### src/rtl/fir_fold_pkg.sv
package fir_fold_pkg;
   // Per-cycle tag that travels alongside the selected tap.
   typedef struct packed {
      logic live;   // a tap of a sweep is in this stage
      logic head;   // first tap of the sweep
      logic tail;   // last tap of the sweep
   } sweep_tag_t;
endpackage

### src/rtl/fold_sweep_ctrl.sv
module fold_sweep_ctrl
   import fir_fold_pkg::*;
#(
   parameter int TAPS = 16,
   localparam int IDX_W = $clog2(TAPS)
) (
   input  logic             clk,
   input  logic             rst_n,
   input  logic             start_req,
   output logic             accept,
   output logic             overrun,
   output logic [IDX_W-1:0] tap_sel,
   output sweep_tag_t       tag
);
   localparam logic [IDX_W-1:0] LAST = IDX_W'(TAPS - 1);

   logic             live;
   logic [IDX_W-1:0] cnt;
   logic             at_tail;

   assign at_tail = (cnt == LAST);
   // Hand-over on the last tap keeps one sample per TAPS cycles.
   assign accept  = start_req & (~live | at_tail);
   assign tap_sel = cnt;

   always_comb begin
      tag.live = live;
      tag.head = live & (cnt == '0);
      tag.tail = live & at_tail;
   end

   always_ff @(posedge clk) begin
      if (!rst_n) begin
         live    <= 1'b0;
         cnt     <= '0;
         overrun <= 1'b0;
      end else begin
         overrun <= start_req & live & ~at_tail;
         if (accept) begin
            live <= 1'b1;
            cnt  <= '0;
         end else if (live) begin
            if (at_tail) live <= 1'b0;
            else         cnt  <= cnt + IDX_W'(1);
         end
      end
   end


   sweep_start_chk: assert property (@(posedge clk) disable iff (!rst_n)
      accept |=> (live && cnt == '0));


   tap_step_chk: assert property (@(posedge clk) disable iff (!rst_n)
      (live && !at_tail) |=> (live && cnt == $past(cnt) + IDX_W'(1)));


   overrun_flag_chk: assert property (@(posedge clk) disable iff (!rst_n)
      (start_req && live && !at_tail) |=> overrun);
endmodule

### src/rtl/fold_tap_line.sv
module fold_tap_line #(
   parameter int DATA_W = 16,
   parameter int TAPS   = 16,
   localparam int IDX_W = $clog2(TAPS)
) (
   input  logic              clk,
   input  logic              rst_n,
   input  logic              shift_en,
   input  logic [DATA_W-1:0] din,
   input  logic [IDX_W-1:0]  sel,
   output logic [DATA_W-1:0] dout
);
   logic [DATA_W-1:0] stage [TAPS];

   for (genvar g = 0; g < TAPS; g++) begin : g_stage
      logic [DATA_W-1:0] feed;
      if (g == 0) begin : g_head
         assign feed = din;
      end else begin : g_body
         assign feed = stage[g-1];
      end
      always_ff @(posedge clk) begin
         if (!rst_n)        stage[g] <= '0;
         else if (shift_en) stage[g] <= feed;
      end
   end

   // Registered select: matches the coefficient read latency.
   always_ff @(posedge clk) begin
      if (!rst_n) dout <= '0;
      else        dout <= stage[sel];
   end


   tap_entry_chk: assert property (@(posedge clk) disable iff (!rst_n)
      shift_en |=> (stage[0] == $past(din)));


   tap_hold_chk: assert property (@(posedge clk) disable iff (!rst_n)
      !shift_en |=> $stable(stage[TAPS-1]));
endmodule

### src/rtl/fold_coef_store.sv
module fold_coef_store #(
   parameter int COEF_W = 16,
   parameter int TAPS   = 16,
   localparam int IDX_W = $clog2(TAPS)
) (
   input  logic              clk,
   input  logic              rst_n,
   input  logic              we,
   input  logic [IDX_W-1:0]  waddr,
   input  logic [COEF_W-1:0] wdata,
   input  logic              load,
   input  logic [IDX_W-1:0]  raddr,
   output logic [COEF_W-1:0] rdata
);
   logic [COEF_W-1:0] staging [TAPS];
   logic [COEF_W-1:0] active  [TAPS];

   for (genvar g = 0; g < TAPS; g++) begin : g_word
      always_ff @(posedge clk) begin
         if (!rst_n) begin
            staging[g] <= '0;
            active[g]  <= '0;
         end else begin
            if (we && waddr == IDX_W'(g)) staging[g] <= wdata;
            if (load)                     active[g]  <= staging[g];
         end
      end
   end

   always_ff @(posedge clk) begin
      if (!rst_n) rdata <= '0;
      else        rdata <= active[raddr];
   end


   stage_write_chk: assert property (@(posedge clk) disable iff (!rst_n)
      we |=> (staging[$past(waddr)] == $past(wdata)));


   snapshot_chk: assert property (@(posedge clk) disable iff (!rst_n)
      load |=> (active[TAPS-1] == $past(staging[TAPS-1])));
endmodule

### src/rtl/fold_mac.sv
module fold_mac
   import fir_fold_pkg::*;
#(
   parameter int DATA_W = 16,
   parameter int COEF_W = 16,
   parameter int ACC_W  = 36
) (
   input  logic              clk,
   input  logic              rst_n,
   input  logic [DATA_W-1:0] samp,
   input  logic [COEF_W-1:0] coef,
   input  sweep_tag_t        tag,
   output logic              out_valid,
   output logic [ACC_W-1:0]  out_data
);
   localparam int PROD_W = DATA_W + COEF_W;

   logic signed [DATA_W-1:0] samp_s;
   logic signed [COEF_W-1:0] coef_s;
   logic signed [PROD_W-1:0] prod;
   logic signed [ACC_W-1:0]  prod_x;
   logic signed [ACC_W-1:0]  acc;
   logic signed [ACC_W-1:0]  acc_nxt;
   logic signed [ACC_W:0]    acc_wide;

   assign samp_s   = $signed(samp);
   assign coef_s   = $signed(coef);
   assign prod     = samp_s * coef_s;
   assign prod_x   = ACC_W'(prod);
   assign acc_nxt  = tag.head ? prod_x : acc + prod_x;
   assign acc_wide = (ACC_W + 1)'(acc) + (ACC_W + 1)'(prod_x);

   always_ff @(posedge clk) begin
      if (!rst_n) begin
         acc       <= '0;
         out_valid <= 1'b0;
         out_data  <= '0;
      end else begin
         out_valid <= tag.live & tag.tail;
         if (tag.live)             acc      <= acc_nxt;
         if (tag.live && tag.tail) out_data <= acc_nxt;
      end
   end


   single_pulse_chk: assert property (@(posedge clk) disable iff (!rst_n)
      out_valid |=> !out_valid);


   no_overflow_chk: assert property (@(posedge clk) disable iff (!rst_n)
      (tag.live && !tag.head) |-> (acc_wide[ACC_W] == acc_wide[ACC_W-1]));
endmodule

### src/rtl/fir_fold.sv
module fir_fold
   import fir_fold_pkg::*;
#(
   parameter int DATA_W = 16,
   parameter int COEF_W = 16,
   parameter int TAPS   = 16,
   localparam int IDX_W = $clog2(TAPS),
   localparam int ACC_W = DATA_W + COEF_W + $clog2(TAPS)
) (
   input  logic              clk,
   input  logic              rst_n,
   input  logic              in_valid,
   input  logic [DATA_W-1:0] in_data,
   input  logic              cw_en,
   input  logic [IDX_W-1:0]  cw_addr,
   input  logic [COEF_W-1:0] cw_data,
   output logic              out_valid,
   output logic [ACC_W-1:0]  out_data,
   output logic              overrun
);
   if (TAPS < 2) begin : g_bad_taps
      $error("fir_fold: TAPS must be at least 2");
   end
   if ((1 << IDX_W) != TAPS) begin : g_bad_pow2
      $error("fir_fold: TAPS must be a power of two");
   end
   if (DATA_W < 2 || COEF_W < 2) begin : g_bad_width
      $error("fir_fold: operand widths must be at least 2");
   end

   logic              accept;
   logic [IDX_W-1:0]  tap_sel;
   sweep_tag_t        tag_c;
   sweep_tag_t        tag_q;
   logic [DATA_W-1:0] samp_q;
   logic [COEF_W-1:0] coef_q;

   fold_sweep_ctrl #(.TAPS(TAPS)) u_ctrl (
      .clk       (clk),
      .rst_n     (rst_n),
      .start_req (in_valid),
      .accept    (accept),
      .overrun   (overrun),
      .tap_sel   (tap_sel),
      .tag       (tag_c)
   );

   fold_tap_line #(.DATA_W(DATA_W), .TAPS(TAPS)) u_taps (
      .clk      (clk),
      .rst_n    (rst_n),
      .shift_en (accept),
      .din      (in_data),
      .sel      (tap_sel),
      .dout     (samp_q)
   );

   fold_coef_store #(.COEF_W(COEF_W), .TAPS(TAPS)) u_coef (
      .clk   (clk),
      .rst_n (rst_n),
      .we    (cw_en),
      .waddr (cw_addr),
      .wdata (cw_data),
      .load  (accept),
      .raddr (tap_sel),
      .rdata (coef_q)
   );

   // Tag follows the select through the same single register stage.
   always_ff @(posedge clk) begin
      if (!rst_n) tag_q <= '0;
      else        tag_q <= tag_c;
   end

   fold_mac #(.DATA_W(DATA_W), .COEF_W(COEF_W), .ACC_W(ACC_W)) u_mac (
      .clk       (clk),
      .rst_n     (rst_n),
      .samp      (samp_q),
      .coef      (coef_q),
      .tag       (tag_q),
      .out_valid (out_valid),
      .out_data  (out_data)
   );


   tail_to_valid_chk: assert property (@(posedge clk) disable iff (!rst_n)
      tag_c.tail |=> ##1 out_valid);
endmodule

### config.mk
export PLATFORM = sky130hd
export DESIGN_NAME = fir_fold
export DESIGN_NICKNAME = d
export VERILOG_FILES = /design/src/rtl/fir_fold_pkg.sv /design/src/rtl/fold_sweep_ctrl.sv /design/src/rtl/fold_tap_line.sv /design/src/rtl/fold_coef_store.sv /design/src/rtl/fold_mac.sv /design/src/rtl/fir_fold.sv
export SDC_FILE = /design/constraint.sdc
export NUM_CORES = 2
export LEC_CHECK = 0
export ABC_AREA = 0
export BUFFER_PORTS_ARGS = -buffer_cell sky130_fd_sc_hd__buf_2
export CORE_MARGIN = 2
export CORE_UTILIZATION = 50
export DETAILED_ROUTE_END_ITERATION = 10
export PLACE_DENSITY = 0.68
export SYNTH_ARGS = -nofsm -noshare
export SYNTH_HDL_FRONTEND = slang
export SYNTH_SLANG_ARGS = --single-unit
export TNS_END_PERCENT = 10
### constraint.sdc
create_clock -name clk -period 14.4 [get_ports clk]
set_input_delay 1.44 -clock clk [delete_from_list [all_inputs] [get_ports clk]]
set_output_delay 1.44 -clock clk [all_outputs]
set_load 0.1 [all_outputs]
=== Word level (Yosys, flattened, before mapping) ===
Memory sizes are Yosys's and may differ from the RTL's. A register that Yosys moved wholly into a read port is not among the register bits.
Index checks and enable logic that the tools add are counted.

* Memories kept: 3
* RAM bits: 768
* Word-level logic and storage cells: 216
* Bits in registers: 82
* Output and inout bits: 38

{| class="wikitable"
|+ Memory list
! memory !! depth !! bits a word !! read ports !! clocked after memory_dff !! write ports !! line !! text
|-
| u_coef.active || 16 || 16 || 1 || 1 || 16 || fold_coef_store.sv:16 || <nowiki>logic [COEF_W-1:0] active [TAPS];</nowiki>
|-
| u_coef.staging || 16 || 16 || 16 || 0 || 16 || fold_coef_store.sv:15 || <nowiki>logic [COEF_W-1:0] staging [TAPS];</nowiki>
|-
| u_taps.stage || 16 || 16 || 16 || 1 || 16 || fold_tap_line.sv:13 || <nowiki>logic [DATA_W-1:0] stage [TAPS];</nowiki>
|}

* Reductions and logical operators: 23
* $add $sub $neg: 2
* Mux-type cells: 104
* Bitwise logic cells: 58
* Eq/ne operators: 16
* Multiply operators: 1

{| class="wikitable"
|+ Operators with widths
! cell !! number
|-
| 2-to-1 mux 16 bit || 48
|-
| 2-to-1 mux 1 bit || 55
|-
| bitwise OR 1 bit || 49
|-
| adder 36 x 32 -> 36 bit || 1
|-
| equality test 4 bit (second input constant) || 9
|-
| 2-to-1 mux 36 bit || 1
|-
| multiplier 16 x 16 -> 32 bit || 1
|-
| logical AND 1 bit || 17
|-
| equality test 4 x 3 -> 1 bit (second input constant) || 4
|-
| equality test 4 x 2 -> 1 bit (second input constant) || 2
|-
| logical NOT 4 bit || 2
|-
| AND 1 bit || 6
|-
| adder 4 x 1 -> 4 bit (second input constant) || 1
|-
| equality test 4 x 1 -> 1 bit (second input constant) || 1
|-
| inverter 1 bit || 3
|-
| logical NOT 1 bit || 2
|-
| AND reduction 2 bit || 1
|-
| OR reduction 2 bit || 1
|}

=== Longest topological paths before layout ===
* Word-level depth: 7
* Mapped depth: 35
* Mapped depth without buffers: 34

=== Modules after synthesis ===
A second synthesis with hierarchy kept.

* Cell total of the unflattened synthesis: 4007
* Area total of the unflattened synthesis: 48730.5 um2

{| class="wikitable"
|+ By module, submodules not included
! module !! cells an instance !! seq. area each (um2) !! area each (um2) !! times used
|-
| fold_coef_store || 1438 || 15695.1 || 21752.1 || 1
|-
| fold_mac || 1679 || 1461.4 || 14478.9 || 1
|-
| fold_tap_line || 851 || 8007.7 || 12102.9 || 1
|-
| fold_sweep_ctrl || 33 || 120.1 || 317.8 || 1
|-
| fir_fold || 6 || 60.1 || 78.8 || 1
|}

=== Least setup slack after synthesis ===
Ideal clock, no wire load.

* Path type: input -> register
* From: input port rst_n
* To: memory u_coef.active[0][0], enable pin
* Library setup time: 3.655 ns
* Cell stages on the path: 3
* Data required time: 10.745 ns
* Setup slack: 0.468 ns
* Data arrival time: 10.276 ns
* Cell sequence: clkbuf_1 -> clkbuf_1 -> nand2_1

{| class="wikitable"
|+ RTL lines
! item !! line !! text
|-
| start: declaration || fir_fold.sv:11 || <nowiki>input logic rst_n,</nowiki>
|-
| end: declaration || fold_coef_store.sv:16 ||
|}

=== Worst setup path after layout ===
* From: register u_coef.rdata[1] (read register of u_coef.active)
* To: register u_mac.out_data[32]

* Word-level cells in the longest chain between the ends: 3

{| class="wikitable"
|+ RTL lines
! item !! line !! text
|-
| start: declaration || fold_coef_store.sv:13 || <nowiki>output logic [COEF_W-1:0] rdata</nowiki>
|-
| multiplier 16 x 16 -> 32 bit * || fold_mac.sv:28 || <nowiki>assign prod = samp_s * coef_s;</nowiki>
|-
| adder 36 x 32 -> 36 bit || fold_mac.sv:30 || <nowiki>assign acc_nxt = tag.head ? prod_x : acc + prod_x;</nowiki>
|-
| 2-to-1 mux 36 bit * || fold_mac.sv:30 ||
|-
| end signal: assignment || fold_mac.sv:41 || <nowiki>if (tag.live && tag.tail) out_data <= acc_nxt;</nowiki>
|-
| end: declaration || fold_mac.sv:14 || <nowiki>output logic [ACC_W-1:0] out_data</nowiki>
|}

Every way passes the cells marked *; elsewhere a longest branch is shown, timed or not.
A chain may end at the register's enable or synchronous reset.

==> reports/qor_table.md <==
| Stage | Item | Value |
|:---|:---|:---|
| grt | Global route overflow | 0 |
| logic synthesis | Post-synth top area share | 48.3% |
| timing | Max Clock Freq | 117 MHz |
| place | Area post-placement | 49400 sq um |
| run status | Status | finished clean |
| grt | Overall Global Routing Usage | 20.6% |
| power | Sw Ratio | 25.5% |
| timing | Max-slew headroom at the worst pin | 20.0% |
| grt | Initial antenna violation count | 11 |
| logic synthesis | Proportion of synthesized flip-flops having asynchronous set or reset | 0% |
| cells and area | Final nets | 4057 |
| logic synthesis | Number of flops mapped to enable cells by yosys | 768 |
| detailed routing | Iteration count of the initial detailed-routing pass | 6 |
| clock network | TritonCTS clock tree | built |
| timing | Part of the cycle the worst path needs | 59.3% |
| power | Lkg Pwr | 0.0211 uW |
| detailed routing | Overall via count from detail_route | 26600 |
| timing | Clock skew | 34.8 ps |
| grt | Global Route met2 Usage | 35.0% |
| logic synthesis | Post-synthesis cell area | 47800 sq um |
| hold path | Hold Path Class | reg -> reg |
| place | Routability Congestion | 0.870 |
| detailed routing | Total detailed-routing wirelength | 98.2 mm |
| critical path | Critical setup path kind | reg -> reg |
| logic synthesis | Dominant synthesized flop cell | sky130_fd_sc_hd__edfxtp_1 |
| clock network | Root buffer cell | sky130_fd_sc_hd__clkbuf_16 |
| grt | Met3 capacity usage during global routing | 3.09% |
| detailed routing | Antenna-violating nets left | 0 |
| cells and area | Area overhead of the layout relative to synthesis | 10.1% |
| cells and area | Commonest cells after routing, fill and taps aside | sky130_fd_sc_hd__and2_1 (926), sky130_fd_sc_hd__edfxtp_1 (768), sky130_fd_sc_hd__inv_1 (304) |
| timing | Final-report setup violation count | 0 |
| grt | Via count of the first global-routing pass | 27400 |
| grt | Global-route layer with the greatest usage | met2 |
| die | Effective utilization at floorplan | 50.4% |
| critical path | Startpoint type of the worst setup path | flip-flop |
| logic synthesis | Number of warnings printed during yosys synthesis | 0 |
| critical path | Buffer and inverter count on the worst path | 3 |
| place | HPWL Detailed | 64.4 mm |
| grt | Global-route met1 utilization | 28.2% |
| clock network | Number of sinks driven by the clock tree | 882 |
| run | Reported max-cap violation count | 0 |
| cells and area | Most common cell after layout, fill and taps aside | sky130_fd_sc_hd__and2_1 |
| die | Die outline width | 313 microns |
| timing | Final hold vios | 0 |
| grt | Largest net degree at the start of global routing | 284 |
| clock network | Post-CTS Repair Setup Buffers | 0 |
| detailed routing | DRC violations left | 0 |
| logic synthesis | Syn avg cell area | 13.2 sq um |
| clock network | H-tree depth | 3 |
| place | Total of buffers placed on input and output ports | 77 |
| power | Logic pwr share | 14.2% |
| critical path | Dominant cell type by count on the critical path | sky130_fd_sc_hd__fa_1 |
| grt | Wire length of the first global-routing pass | 158 mm |
| clock network | Register clock-pin slew on the reported worst setup and hold paths | 70 ps |
| clock network | Hold buffers post-CTS | 0 |
| logic synthesis | FF+latch count, synth | 882 |
| logic synthesis | Post-synthesis cell type with the largest combined area | sky130_fd_sc_hd__edfxtp_1 |
| detailed routing | Routed wire per std cell | 19.7 microns |
| logic synthesis | Post-Syn Instances | 3621 |
| power | Sequential power share | 47.0% |
| timing | Actual slew at the worst max-slew pin | 1200 ps |
| timing | Max-slew violation count | 0 |
| power | Clk pwr share | 38.8% |
| timing | RSZ-0062 raised after global routing | false |
| logic synthesis | Biggest area contributors in the synthesized netlist | sky130_fd_sc_hd__edfxtp_1 (48%), sky130_fd_sc_hd__and2_1 (12%), sky130_fd_sc_hd__fa_1 (11%), sky130_fd_sc_hd__mux4_2 (7.5%), sky130_fd_sc_hd__dfxtp_1 (4.8%) |
| die | Height of the die | 313 microns |
| clock network | Max Root-Sink Buffers | 3 |
| critical path | Cell with the biggest individual delay on the critical path | sky130_fd_sc_hd__dfxtp_1 |
| logic synthesis | Net count after synthesis | 4044 |
| die | Area of the core | 94900 sq um |
| clock network | Clock insertion delay at the later pin of the skew report | 680 ps |
| critical path | Critical path fanouts, max | 16 |
| die | Area of the die | 98000 sq um |
| critical path | Kind of end point of the critical path | flip-flop |
| die | I/O pin count | 78 |
| clock network | TritonCTS Buffers | 92 |
| power | Cell area power density | 123 nW/um^2 |
| timing | Setup TNS after final layout | 0 ps |
| critical path | Data arrival time of the critical path | 9120 ps |
| timing | Clock period minus worst slack | 8530 ps |
| critical path | Critical path's top delay family | adder cells |
| logic synthesis | Library cells used by synthesis | 73 |
| detailed routing | Detailed Route Iter0 Violations | 2227 |
| power | Peak ir drop on the vdd network | 0.000112 V |
| critical path | Largest stage delay on the critical path | 670 ps |
| cells and area | Share of final-layout standard cells stronger than drive strength 1 | 12.2% |
| logic synthesis | Sequential element share of the synthesized area | 53.1% |
| clock network | Resized Gates After CTS | 0 |
| detailed routing | Post-DR vias/cell | 5.34 |
| die | Row count | 113 |
| power | Internal power | 4810 uW |
| power | Net switching power of the design | 1650 uW |
| critical path | Worst endpoint required time | 14980 ps |
| cells and area | Post-route cell area | 52600 sq um |
per-layer routing:
metal	routed length, microns	vias up
li1	-	12500
met1	43200	13400
met2	48600	525
met3	4230	147
met4	2080	0
met5	0	-
Yosys cell counts (all sizes together), types with 13 or more instances:
| master | n |
|---|---|
| and2 | 927 |
| edfxtp | 768 |
| inv | 305 |
| fa | 263 |
| clkbuf | 176 |
| nand2 | 166 |
| mux4 | 160 |
| ha | 120 |
| nor2 | 115 |
| dfxtp | 114 |
| a21oi | 93 |
| o21ai | 89 |
| a211oi | 43 |
| xnor2 | 42 |
| a21o | 30 |
| buf | 23 |
| xor2 | 20 |
| nand3 | 14 |
| nand2b | 13 |
| nor3 | 13 |
through the flow:
step / std cells / power (uW) / utilization [%] / hold WS (ps) / setup slack (ps)
finish: 4974 / 6460 / 55.4 / 473 / 5870
global placement: 4805 / 4000 / 52.1 / 465 / 6040
floorplan: 3621 / 3790 / - / 450 / 468
CTS: 4973 / 6530 / 55.4 / 479 / 5850
detailed placement: 4805 / 4020 / 52.1 / 469 / 5900
global route: 4974 / 6750 / 55.4 / 493 / 5130
worst min-delay path: stages, from the launching register on:
cell and delay (ps):
sky130_fd_sc_hd__dfxtp_1 320, sky130_fd_sc_hd__nand2_1 50, sky130_fd_sc_hd__a21oi_1 50
sequential cells by signal (all words and copies together), names as in the netlist:
signal and count:
tag_q 3, u_coef.active 256, u_coef.rdata 16, u_coef.staging 256, u_ctrl.live 1, u_ctrl.overrun 1
u_ctrl.tap_sel 4, u_mac.acc 36, u_mac.out_data 36, u_mac.out_valid 1, u_taps.dout 16, u_taps.stage 256
power groups by stage:
stage          clock network (uW)  registers (uW)  logic [uW]
4_1_cts                      2560            3040         929
3_5_place_dp                    0            3090         926
2_1_floorplan                   0            3090         698
3_3_place_gp                    0            3090         915
5_1_grt                      2650            3060        1030
6_report                     2510            3040         918
worst paths after layout:
| kind | slack (ps) | from | cells after the start | endpoint |
|---|---|---|---|---|
| setup / recovery | 5870 | u_coef.rdata[1] | 27 | u_mac.out_data[32] |
| hold / removal | 470 | u_mac.out_data[2] | 2 | u_mac.out_data[2] |
| setup reg to reg | 5870 | u_coef.rdata[1] | 27 | u_mac.out_data[32] |
| hold reg to reg | 470 | u_mac.out_data[2] | 2 | u_mac.out_data[2] |
kinds of logic after synthesis:
group | count (synthesis) | synth area share, %
adders and majority gates | 383 | 14.2
and+or+nand+nor | 1292 | 15.5
muxes | 170 | 7.76
AOI/OAI and AO/OA | 328 | 4.46
DFF | 882 | 53.1
xor gates and xnor gates | 62 | 1.14
buffers and inverters | 504 | 3.96
layout make-up:
class	instances	area [sq um]
Sequential cell	882	25400
Timing Repair Buffer	118	721
Antenna cell	1	2.50
Clock inverter	53	767
Tap cell	1265	1580
Inverter	305	1140
Fill cell	7611	42300
Clock buffer	115	2450
Multi-Input combinational cell	2235	20600
(Power assumes the default switching activity.)
